--- src/rtl/key_scanner.sv ---
module key_scanner #(
  parameter int NCOL = 12,
  parameter int NROW = 4
) (
  input  logic            clk,
  input  logic            rst_n,
  input  logic            slot_tick,
  input  logic            frame_tick,
  input  logic            mode_chg,
  input  logic            disp_on,
  input  logic [NROW-1:0] key_ret,
  output logic [NCOL-1:0] src_drv,
  input  logic            rd_start,
  input  logic            rd_shift,
  output logic            rd_bit
);
  localparam int HALF  = NCOL / 2;
  localparam int SW    = $clog2(HALF + 1);
  localparam int CW    = $clog2(NCOL);
  localparam int IMG   = NCOL * NROW;
  localparam int IW    = $clog2(IMG);
  localparam int BW    = 2 * NROW;
  localparam int NBYTE = NCOL / 2;
  localparam int BYW   = $clog2(NBYTE);
  localparam int BIW   = $clog2(BW);

  logic           run, half;
  logic [SW-1:0]  slot;
  logic [IMG-1:0] shadow, image;
  logic [BYW-1:0] ptr_byte;
  logic [BIW-1:0] ptr_bit;

  logic [CW-1:0]  col;
  logic           active, commit;
  logic [IW-1:0]  sidx, ridx;

  assign col    = half ? CW'(HALF) + CW'(slot) : CW'(slot);
  assign active = run && (slot < SW'(HALF));
  assign commit = run && frame_tick && half;
  assign sidx   = IW'(col) * IW'(NROW);
  assign ridx   = IW'(ptr_byte) * IW'(BW) + IW'(ptr_bit);
  assign rd_bit = image[ridx];

  for (genvar i = 0; i < NCOL; i++) begin : g_src
    assign src_drv[i] = active && (col == CW'(i));
  end

  always_ff @(posedge clk) begin
    if (!rst_n) begin
      run  <= 1'b0;
      half <= 1'b0;
      slot <= '0;
    end else if (mode_chg) begin
      run  <= 1'b0;
      half <= 1'b0;
      slot <= '0;
    end else if (!run) begin
      if (disp_on) begin
        run  <= 1'b1;
        half <= 1'b0;
        slot <= '0;
      end
    end else if (frame_tick) begin
      half <= ~half;
      slot <= '0;
    end else if (slot_tick && active) begin
      slot <= slot + SW'(1);
    end
  end

  always_ff @(posedge clk) begin
    if (!rst_n) begin
      shadow <= '0;
      image  <= '0;
    end else begin
      if (slot_tick && active && !mode_chg)
        shadow[sidx +: NROW] <= key_ret;
      if (commit && !mode_chg)
        image <= shadow;
    end
  end

  always_ff @(posedge clk) begin
    if (!rst_n || rd_start) begin
      ptr_byte <= '0;
      ptr_bit  <= '0;
    end else if (rd_shift) begin
      if (ptr_bit == BIW'(BW - 1)) begin
        ptr_bit  <= '0;
        ptr_byte <= (ptr_byte == BYW'(NBYTE - 1)) ? '0 : ptr_byte + BYW'(1);
      end else begin
        ptr_bit <= ptr_bit + BIW'(1);
      end
    end
  end


  one_src_chk: assert property (@(posedge clk) disable iff (!rst_n)
    $onehot0(src_drv));


  halt_quiet_chk: assert property (@(posedge clk) disable iff (!rst_n)
    mode_chg |=> (src_drv == '0));


  img_hold_chk: assert property (@(posedge clk) disable iff (!rst_n)
    (!rd_start && !rd_shift && !commit) |=> $stable(rd_bit));


  commit_copy_chk: assert property (@(posedge clk) disable iff (!rst_n)
    (commit && !mode_chg) |=> (image == $past(shadow)));


  rd_restart_chk: assert property (@(posedge clk) disable iff (!rst_n)
    rd_start |=> (rd_bit == image[0]));


  always_comb begin
    if (rst_n) ptr_range_chk: assert (ptr_byte < BYW'(NBYTE));
  end
endmodule

--- config.mk ---
export PLATFORM = sky130hd
export DESIGN_NAME = key_scanner
export DESIGN_NICKNAME = d
export VERILOG_FILES = /design/src/rtl/key_scanner.sv
export SDC_FILE = /design/constraint.sdc
export NUM_CORES = 1
export LEC_CHECK = 0
export BUFFER_PORTS_ARGS = -buffer_cell sky130_fd_sc_hd__buf_2
export CAP_MARGIN = 20
export CORE_UTILIZATION = 50
export DETAILED_ROUTE_END_ITERATION = 6
export PLACE_DENSITY = 0.67
export SLEW_MARGIN = 30
export SYNTH_ARGS = -nofsm -noshare
export SYNTH_HDL_FRONTEND = slang
export SYNTH_SLANG_ARGS = --single-unit
--- constraint.sdc ---
create_clock -name clk -period 2.65 [get_ports clk]
set_input_delay 0.265 -clock clk [delete_from_list [all_inputs] [get_ports clk]]
set_output_delay 0.265 -clock clk [all_outputs]
set_load 0.005 [all_outputs]
==> results.sh, run 1 <==
export IMPL_timing_setup_tns_ns=0
export IMPL_leakage_nw=1.95
export IMPL_outcome="finished clean"
export IMPL_r2r_cells=7
export IMPL_cts_sinks=107
export IMPL_cap_violations=0
export IMPL_rr_endpoint="shadow[24]"
export IMPL_grt_setup_unrepaired="false"
export IMPL_syn_to_final_growth_pct=8.89
export IMPL_grt_use_total_pct=21.7
export IMPL_pre_cts_ws_ns=0.203
export IMPL_hold_viol=0
export IMPL_ys_types=46
export IMPL_switching_share_pct=24.1
export IMPL_relSlewSlack_pct=43.7
export IMPL_ios=25
export IMPL_p_switching_mw=0.666
export IMPL_stdcell_area_sq_um=5200
export IMPL_power_frac_comb_pct=3.7
export IMPL_tightest_slew_ns=0.845
export IMPL_pwr_share_clk_pct=37.8
export IMPL_grt_pass1_wl_mm=17.0
export IMPL_r2r_slack_ns=0.32
export IMPL_clockBufferDepth=2
export IMPL_fmax_mhz=404
export IMPL_synth_seq_cells=107
export IMPL_finalSetupViolations=0
export IMPL_ant_nets=0
export IMPL_clockRootBuffer="clkbuf_8"
export IMPL_crit_path_max_fanout=14
export IMPL_crit_path_end_kind="output pin"
export IMPL_fin_cells=695
export IMPL_yosysWarnings=0
export IMPL_nFillCells=884
export IMPL_drt_initial_drc_count=149
export IMPL_path_clk_slew_ns=0.10
export IMPL_fin_worst_skew_ns=0.0150
export IMPL_power_frac_seq_pct=58.6
export IMPL_total_power_mw=2.76
export IMPL_io_buffers=24
export IMPL_path_cells="buf_4, mux4_2, nand3_1, nand3_1, o2111a_1, buf_2"
export IMPL_grt_max_degree=85
export IMPL_gr_total_overflow=0
export IMPL_insertion_delay_ns=0.37
export IMPL_syn_inst=555
export IMPL_rows=35
export IMPL_start_util_pct=51.7
export IMPL_cp_slowest_cell="dfxtp_1"
export IMPL_syn_nets=576
export IMPL_die_w_um=99.7
export IMPL_dp_cells=679
export IMPL_arrival_ns=2.21
export IMPL_vias=3782
export IMPL_synth_edf_count=0
export IMPL_drt_pass1_iter_count=5
export IMPL_ir_worst_vdd_uv=301
export IMPL_cts_made_buffers=9
export IMPL_fin_ws_ns=0.176
export IMPL_antenna_cells=0
export IMPL_hpwlAfterDp_mm=6.71
export IMPL_whs_path_depth=3
export IMPL_drive_above_1_share_pct=12.7
export IMPL_path_class="flop to output pin"
export IMPL_holdCritStartpoint="disp_on"
export IMPL_netlist_area_sq_um=4770
export IMPL_powerDensity_nw_per_um2=531
export IMPL_slew_viol_final=0
export IMPL_drc=0
export IMPL_cts_max_level=3
export IMPL_fin_crit_ns=2.47
export IMPL_dpl_cell_area_sq_um=4990
export IMPL_drt_vias_per_instance=5.44
export IMPL_antenna_found_initial=0
export IMPL_nets=582
export IMPL_start_kind="flop"
export IMPL_hold_end="run"
export IMPL_period_share_pct=93.4
export IMPL_crit_top_cell="nand3_1"
export IMPL_place_congestion=0.815
export IMPL_grt_pass1_vias=3475
export IMPL_cts_tree="built"
export IMPL_die_h_um=99.7
export IMPL_syn_area_per_cell_sq_um=8.60
export IMPL_yosys_most_used_dff="dfxtp_1"
export IMPL_die_area_sq_um=9940
export IMPL_core_area_sq_um=9240
export IMPL_max_stage_delay_ns=0.55
export IMPL_hold_class="primary input to flop"
export IMPL_async_flop_share_pct=0
export IMPL_p_int_mw=2.09
export IMPL_postCtsSetupBuffers=0
export IMPL_ys_seq_area_share_pct=44.9
export IMPL_wirelength_mm=10.2
export IMPL_wl_per_cell_um=14.6
export IMPL_regToRegStartpoint="slot[1]"
export IMPL_cp_required_ns=2.38
## worst max-delay path, delay by kind of cell, from the launching register on
| family | cells | cell delay (ns) |
|---|---|---|
| AND/OR/NAND/NOR | 2 | 0.18 |
| AO/OA/AOI/OAI | 1 | 0.17 |
| buffers and inverters | 2 | 0.41 |
| multiplexers | 1 | 0.54 |
| flip-flops | 1 | 0.55 |
## area by class of cell
class                   count  area, sq um  area share, %
well taps                 129          161           3.11
multi-input cells         404         2460           47.3
clock inverters             7         86.3           1.66
clock buffers               9          124           2.38
repair buffers             34          208           4.00
inverters                   5         18.8          0.361
flip-flops and latches    107         2140           41.2
## cells in the final DEF (no fill, tap or decap), drive strengths merged, types with 2 or more instances in the layout
| master | Yosys | layout |
|---|---|---|
| mux4 | 6 | 6 |
| nand3 | 32 | 32 |
| nand3b | 8 | 8 |
| o21ai | 21 | 21 |
| nand2 | 112 | 112 |
| nor4 | 2 | 2 |
| clkbuf | 26 | 9 |
| and3 | 3 | 3 |
| xnor2 | 2 | 2 |
| dfxtp | 107 | 107 |
| nor4bb | 2 | 2 |
| nand4b | 2 | 2 |
| clkinv | 0 | 4 |
| nor3 | 3 | 3 |
| and2 | 10 | 10 |
| nor2 | 50 | 50 |
| nand4 | 5 | 5 |
| xor2 | 2 | 2 |
| a31oi | 3 | 3 |
| a21oi | 62 | 62 |
| buf | 13 | 34 |
| nor3b | 3 | 3 |
| mux2i | 47 | 47 |
| nand2b | 6 | 6 |
| inv | 5 | 7 |
| ha | 9 | 9 |
| nor2b | 3 | 3 |
## layer usage
| layer | global-route usage, % | wire length [um] | vias to the layer above | part of all wire (%) |
|---|---|---|---|---|
| li1 | - | - | 1915 | - |
| met1 | 29.1 | 4920 | 1803 | 48 |
| met2 | 36.4 | 4890 | 58 | 48 |
| met3 | 3.58 | 264 | 6 | 2.6 |
| met4 | 5.66 | 84 | 0 | 0.83 |
| met5 | 0 | 0 | - | 0 |
## state kept, by name (all words and copies together) (netlist names)
signal    flops
ptr_bit       3
image        48
shadow       48
half          1
run           1
ptr_byte      3
slot          3
## cell usage after synthesis (3+ instances only)
library cell | count | share of area, %
o21ai_0 | 8 | 0.84
buf_2 | 12 | 1.3
nand2_1 | 112 | 8.8
nand3_1 | 31 | 3.3
nand3b_1 | 7 | 1.1
inv_1 | 4 | 0.31
clkbuf_1 | 26 | 2.0
mux2i_1 | 47 | 9.9
and3_1 | 3 | 0.39
nor2b_1 | 3 | 0.39
o21ai_1 | 12 | 1.3
nor2_1 | 50 | 3.9
dfxtp_1 | 107 | 45
and2_1 | 10 | 1.3
nand2b_1 | 6 | 0.79
nand4_2 | 5 | 1.3
mux4_2 | 6 | 2.8
a31oi_1 | 3 | 0.39
a21oi_1 | 62 | 6.5
ha_1 | 9 | 2.4
## cell families (layout without fill, tap and decap cells)
logic type,Yosys count,in the layout,synth area share [%]
XOR/XNOR,4,4,0.734
AND/OR/NAND/NOR,244,244,24.8
AO/OA/AOI/OAI,94,94,10.8
flip-flops,107,107,44.9
multiplexers,53,53,12.7
adder cells (fa/ha/maj),9,9,2.36
buffers and inverters,44,55,3.77
## power by group through the flow
stage / Combinational, mW / Sequential, mW / Clock [mW]
floorplan: 0.0700 / 1.65 / 0
global placement: 0.100 / 1.65 / 0
detailed placement: 0.101 / 1.65 / 0
CTS: 0.102 / 1.62 / 1.06
global route: 0.111 / 1.62 / 1.12
finish: 0.101 / 1.61 / 1.04
## worst max-delay path by stage
stage	from	endpoint	slack, ns	cells past startpoint
after floorplan	slot[1]	shadow[24]	0.44	8
after global placement	slot[1]	shadow[25]	0.30	7
after detailed placement	slot[1]	shadow[24]	0.20	7
after CTS	ptr_bit[0]	rd_bit	0.11	5
after global routing	ptr_bit[0]	rd_bit	0.03	6
final	ptr_bit[0]	rd_bit	0.18	6
## per-stage QoR
| step | hold slack (ns) | utilization (%) |
|---|---|---|
| 5_1_grt | 0.147 | 56.2 |
| 2_1_floorplan | 0.381 | - |
| 3_5_place_dp | 0.442 | 54.0 |
| 6_report | 0.124 | 56.2 |
| 3_3_place_gp | 0.437 | 54.0 |
| 4_1_cts | 0.117 | 56.2 |
## repair_timing
item	CTS	global route
hold buffers	0	0
gates resized for setup	0	1
setup endpoints to repair	0	2
Note: power is estimated with default switching activity, not from simulation.
==> inputs of run 2 (changes only) <==
--- a/config.mk
+++ b/config.mk
@@ -10,6 +10,7 @@
 export CORE_UTILIZATION = 50
 export DETAILED_ROUTE_END_ITERATION = 6
 export PLACE_DENSITY = 0.67
+export REMOVE_ABC_BUFFERS = 1
 export SLEW_MARGIN = 30
 export SYNTH_ARGS = -nofsm -noshare
 export SYNTH_HDL_FRONTEND = slang
==> run 2 against run 1 <==
  * Sequential power is essentially flat
  * Worst hold slack lost 0.020 ns
  * Critical path depth is the same
  * Highest routed layer unchanged
  * Clock power is essentially flat
  * Via count is essentially flat
  * Clock-buffer cell count grew 1
  * Non-clock buffer count is the same
  * Routed wire length grew 2.6%
  * Critical path type unchanged
==> results.sh, run 2 (same netlist as run 1, synthesis figures left out) <==
export IMPL_cts_sinks=107
export IMPL_leakage_nw=1.95
export IMPL_start_util_pct=51.7
export IMPL_drt_initial_drc_count=213
export IMPL_clockRootBuffer="clkbuf_8"
export IMPL_drive_above_1_share_pct=12.9
export IMPL_drt_pass1_iter_count=4
export IMPL_cts_max_level=3
export IMPL_multi_input_area_sq_um=2460
export IMPL_cts_hold_buffers=0
export IMPL_p_int_mw=2.11
export IMPL_timing_setup_tns_ns=0
export IMPL_seqCellArea_sq_um=2140
export IMPL_cap_violations=0
export IMPL_pwr_share_clk_pct=37.9
export IMPL_slew_viol_final=0
export IMPL_clockBufferDepth=2
export IMPL_die_area_sq_um=9940
export IMPL_hpwlAfterDp_mm=6.97
export IMPL_die_w_um=99.7
export IMPL_insertion_delay_ns=0.37
export IMPL_syn_to_final_growth_pct=9.02
export IMPL_relSlewSlack_pct=62.8
export IMPL_ios=25
export IMPL_reg_top3="image: 48 flops, shadow: 48 flops"
export IMPL_io_buffers=24
export IMPL_outcome="finished clean"
export IMPL_p_switching_mw=0.655
export IMPL_fin_crit_ns=2.48
export IMPL_grt_max_degree=57
export IMPL_hold_viol=0
export IMPL_dpl_cell_area_sq_um=4990
export IMPL_wirelength_mm=10.4
export IMPL_die_h_um=99.7
export IMPL_vias=3781
export IMPL_gr_total_overflow=0
export IMPL_powerDensity_nw_per_um2=532
export IMPL_path_class="flop to output pin"
export IMPL_cts_made_buffers=9
export IMPL_core_area_sq_um=9240
export IMPL_layout_commonest_cell="nand2_1"
export IMPL_hold_class="primary input to flop"
export IMPL_ant_nets=0
export IMPL_layout_common_cells="112 x nand2_1, 106 x dfxtp_1, 62 x a21oi_1"
export IMPL_r2r_cells=7
export IMPL_power_frac_seq_pct=58.3
export IMPL_path_clk_slew_ns=0.10
export IMPL_drt_vias_per_instance=5.44
export IMPL_ir_worst_vdd_uv=346
export IMPL_crit_path_max_fanout=14
export IMPL_dp_cells=679
export IMPL_stdcell_area_sq_um=5200
export IMPL_switching_share_pct=23.7
export IMPL_top_usage_layer="met2"
export IMPL_wl_per_cell_um=15.0
export IMPL_met2_usage_pct=38.7
export IMPL_fin_cells=695
export IMPL_use_met3_pct=4.22
export IMPL_place_congestion=0.816
export IMPL_nets=582
export IMPL_nFillCells=882
export IMPL_antenna_cells=0
export IMPL_grt_pass1_vias=3609
export IMPL_tightest_slew_ns=0.557
export IMPL_antenna_found_initial=0
export IMPL_arrival_ns=2.21
export IMPL_cts_tree="built"
export IMPL_grt_setup_unrepaired="false"
export IMPL_use_met1_pct=30.1
export IMPL_cp_required_ns=2.38
export IMPL_crit_path_end_kind="output pin"
export IMPL_fmax_mhz=403
export IMPL_grt_use_total_pct=23.1
export IMPL_grt_pass1_wl_mm=17.8
export IMPL_drc=0
export IMPL_fin_worst_skew_ns=0.0123
export IMPL_start_kind="flop"
export IMPL_finalSetupViolations=0
export IMPL_whs_path_depth=3
export IMPL_power_frac_comb_pct=3.8
export IMPL_period_share_pct=93.6
export IMPL_rows=35
[run 2: cell count changes in the layout (fill, tap and decap cells not counted)]
cell	delta
clkinv_8	-1
clkinvlp_4	+2
inv_6	-2
clkbuf_8	+1
o31ai_1	-1
clkinv_2	-1
o31ai_2	+1
inv_8	+1
[run 2: final cells by class]
cell class / count / share of cell area [%]
clock buffer: 10 / 2.64
clock inverter: 6 / 1.42
inverter: 5 / 0.361
multi-input combinational: 404 / 47.3
sequential: 107 / 41.2
tap: 129 / 3.10
timing repair buffer: 34 / 3.99
[run 2: per-layer routing]
metal	share of wire, %	vias to the layer above
li1	-	1906
met1	46	1803
met2	49	65
met3	4.7	7
met4	0.81	0
met5	0	-
[run 2: metrics by stage]
| stage | hold WS [ns] | worst slack (ns) | util (%) | power [mW] |
|---|---|---|---|---|
| floorplan | 0.381 | -0.874 | - | 1.70 |
| global placement | 0.438 | 0.321 | 54.0 | 1.76 |
| detailed placement | 0.445 | 0.251 | 54.0 | 1.76 |
| CTS | 0.0927 | 0.133 | 56.2 | 2.80 |
| global route | 0.0885 | 0.0404 | 56.3 | 2.86 |
| finish | 0.104 | 0.171 | 56.3 | 2.77 |
[run 2: worst max-delay path, cell delays in order, from the launching register on]
cell and delay, ns:
dfxtp_1 0.49, buf_4 0.29, mux4_2 0.57, nand3_1 0.11, nand3_1 0.09, o2111a_1 0.17
buf_2 0.13
[run 2: power groups by stage]
stage / combinational [mW] / sequential [mW] / clock (mW)
detailed placement: 0.107 / 1.65 / 0
floorplan: 0.0459 / 1.65 / 0
finish: 0.106 / 1.61 / 1.05
CTS: 0.107 / 1.61 / 1.07
global placement: 0.106 / 1.65 / 0
global route: 0.116 / 1.62 / 1.13
[run 2: final timing paths]
kind	startpoint	end	slack (ns)
worst max-delay path	ptr_bit[0]	rd_bit	0.17
worst min-delay path	disp_on	run	0.10
worst max register to register	slot[1]	shadow[44]	0.34
worst min register to register	shadow[8]	image[8]	0.45
[run 2: timing repair]
item,4_1_cts,5_1_grt
buffers inserted,0,0
gates resized for setup,0,2
setup endpoints to repair,0,17
==> inputs of run 3 (changes only) <==
--- a/config.mk
+++ b/config.mk
@@ -7,8 +7,10 @@
 export LEC_CHECK = 0
 export BUFFER_PORTS_ARGS = -buffer_cell sky130_fd_sc_hd__buf_2
 export CAP_MARGIN = 20
+export CORE_ASPECT_RATIO = 0.8
 export CORE_UTILIZATION = 50
 export DETAILED_ROUTE_END_ITERATION = 6
+export GPL_TIMING_DRIVEN = 0
 export PLACE_DENSITY = 0.67
 export REMOVE_ABC_BUFFERS = 1
 export SLEW_MARGIN = 30
==> run 3 against run 2 <==
  * Via count decreased by 1.5%
  * Fmax up 3.1%
  * Clock power rose by 30%
  * Critical path depth rose by 1
  * Critical endpoint is now src_drv[2]
  * Sequential power about the same
  * Routed wire length down 4.5%
  * Flip-flop and latch count stayed put
  * Cell count fell by 2.3%
  * Utilization up 1.6 points
  * Power is 11% higher
  * First-iteration DRC count is 12% lower
==> results.sh, run 3 (same netlist as run 1, synthesis figures left out) <==
export IMPL_outcome="finished clean"
export IMPL_die_h_um=89.4
export IMPL_die_w_um=111
export IMPL_cts_hold_buffers=0
export IMPL_leakage_nw=1.99
export IMPL_crit_path_max_fanout=10
export IMPL_seqCellArea_sq_um=2150
export IMPL_crit_top_cell="and2_1"
export IMPL_slew_viol_final=0
export IMPL_ir_worst_vdd_uv=500
export IMPL_hold_viol=0
export IMPL_cts_tree="built"
export IMPL_core_area_sq_um=9150
export IMPL_stdcell_area_sq_um=5300
export IMPL_postCtsSetupBuffers=0
export IMPL_dp_cells=663
export IMPL_antenna_found_initial=0
export IMPL_start_util_pct=52.1
export IMPL_relSlewSlack_pct=63.7
export IMPL_clockRootBuffer="clkbuf_16"
export IMPL_pre_cts_ws_ns=0.142
export IMPL_grt_setup_unrepaired="false"
export IMPL_place_congestion=0.802
export IMPL_critical_path_top_delay_family="simple AND/OR/NAND/NOR gates"
export IMPL_cap_violations=0
export IMPL_syn_to_final_growth_pct=11.0
export IMPL_grt_pass1_vias=3497
export IMPL_fin_cells=679
export IMPL_vias=3723
export IMPL_insertion_delay_ns=0.34
export IMPL_gr_total_overflow=0
export IMPL_cp_slowest_cell="dfxtp_2"
export IMPL_drt_vias_per_instance=5.48
export IMPL_clockBufferDepth=2
export IMPL_path_buf_inv=2
export IMPL_cp_required_ns=2.38
export IMPL_grt_max_degree=60
export IMPL_dpl_cell_area_sq_um=4970
export IMPL_fin_crit_ns=2.40
export IMPL_drt_pass1_iter_count=4
export IMPL_finalSetupViolations=0
export IMPL_ant_nets=0
export IMPL_start_kind="flop"
export IMPL_nets=580
export IMPL_powerDensity_nw_per_um2=580
export IMPL_ios=25
export IMPL_path_cells="inv_1, ha_1, and2_1, a21oi_1, nor2_1, and2_1, buf_2"
export IMPL_drt_initial_drc_count=187
export IMPL_reg_top3="image: 48 flops, shadow: 48 flops"
export IMPL_fmax_mhz=416
export IMPL_fin_worst_skew_ns=0.00721
export IMPL_layout_commonest_cell="nand2_1"
export IMPL_crit_path_end_kind="output pin"
export IMPL_path_class="flop to output pin"
export IMPL_tightest_slew_ns=0.544
export IMPL_max_stage_delay_ns=0.45
export IMPL_multi_input_area_sq_um=2460
export IMPL_grt_pass1_wl_mm=17.1
export IMPL_die_area_sq_um=9940
export IMPL_cts_made_buffers=9
export IMPL_drc=0
export IMPL_rows=31
export IMPL_fin_ws_ns=0.245
export IMPL_arrival_ns=2.14
export IMPL_cts_max_level=3
export IMPL_period_share_pct=90.7
export IMPL_timing_setup_tns_ns=0
export IMPL_nFillCells=843
export IMPL_layout_common_cells="112 x nand2_1, 103 x dfxtp_1, 62 x a21oi_1"
export IMPL_wl_per_cell_um=14.7
export IMPL_antenna_cells=0
export IMPL_drive_above_1_share_pct=13.1
export IMPL_wirelength_mm=9.96
export IMPL_path_clk_slew_ns=0.07
export IMPL_io_buffers=24
export IMPL_hpwlAfterDp_mm=6.97
export IMPL_grt_use_total_pct=22.2
export IMPL_hold_class="primary input to flop"
export IMPL_cts_sinks=107
## run 3: area by class of cell
type                    count  area share, %
flip-flops and latches    107           40.6
clock inverters             6           1.37
clock buffers              10           4.51
well taps                 115           2.72
multi-input cells         404           46.5
repair buffers             32           3.92
inverters                   5          0.402
## run 3: where the power goes
part	leakage (nW)	internal, mW	switching, mW
clock network	0.143	0.768	0.592
registers	0.864	1.61	0.0111
logic	0.982	0.0283	0.0665
total	1.99	2.40	0.669
## run 3: per-stage QoR
step                power, mW  hold slack, ns  utilization, %
floorplan                1.70           0.381               -
global placement         1.75           0.439            53.3
detailed placement       1.75           0.442            54.3
CTS                      3.12           0.139            57.7
global route             3.18           0.162            57.9
finish                   3.07           0.144            57.9
## run 3: path summary, 6_finish.rpt
| check | start | end | slack [ns] | cells after the start |
|---|---|---|---|---|
| worst min-delay path | disp_on | run | 0.14 | 3 |
| worst max-delay path | slot[1] | src_drv[2] | 0.25 | 7 |
| worst max register to register | half | shadow[18] | 0.30 | 7 |
| worst min register to register | shadow[29] | shadow[29] | 0.45 | 2 |
## run 3: what timing repair did
item,4_1_cts,5_1_grt
endpoints found under the setup margin,1,32
gates resized for setup,1,5
endpoints found under the hold margin,0,0
## run 3: routing by layer
| layer | part of all wire [%] | track usage (%) | up-vias |
|---|---|---|---|
| li1 | - | - | 1912 |
| met1 | 47 | 28.7 | 1749 |
| met2 | 48 | 38.1 | 56 |
| met3 | 4.3 | 4.68 | 6 |
| met4 | 0.68 | 6.02 | 0 |
| met5 | 0 | 0 | - |
## run 3: worst reg2reg max path, stage by stage (launching register included)
cell     delay, ns
dfxtp_2       0.47
xor2_1        0.27
inv_1         0.10
ha_1          0.27
or3_1         0.57
nand4_2       0.28
mux2i_1       0.21
nor2_1        0.06
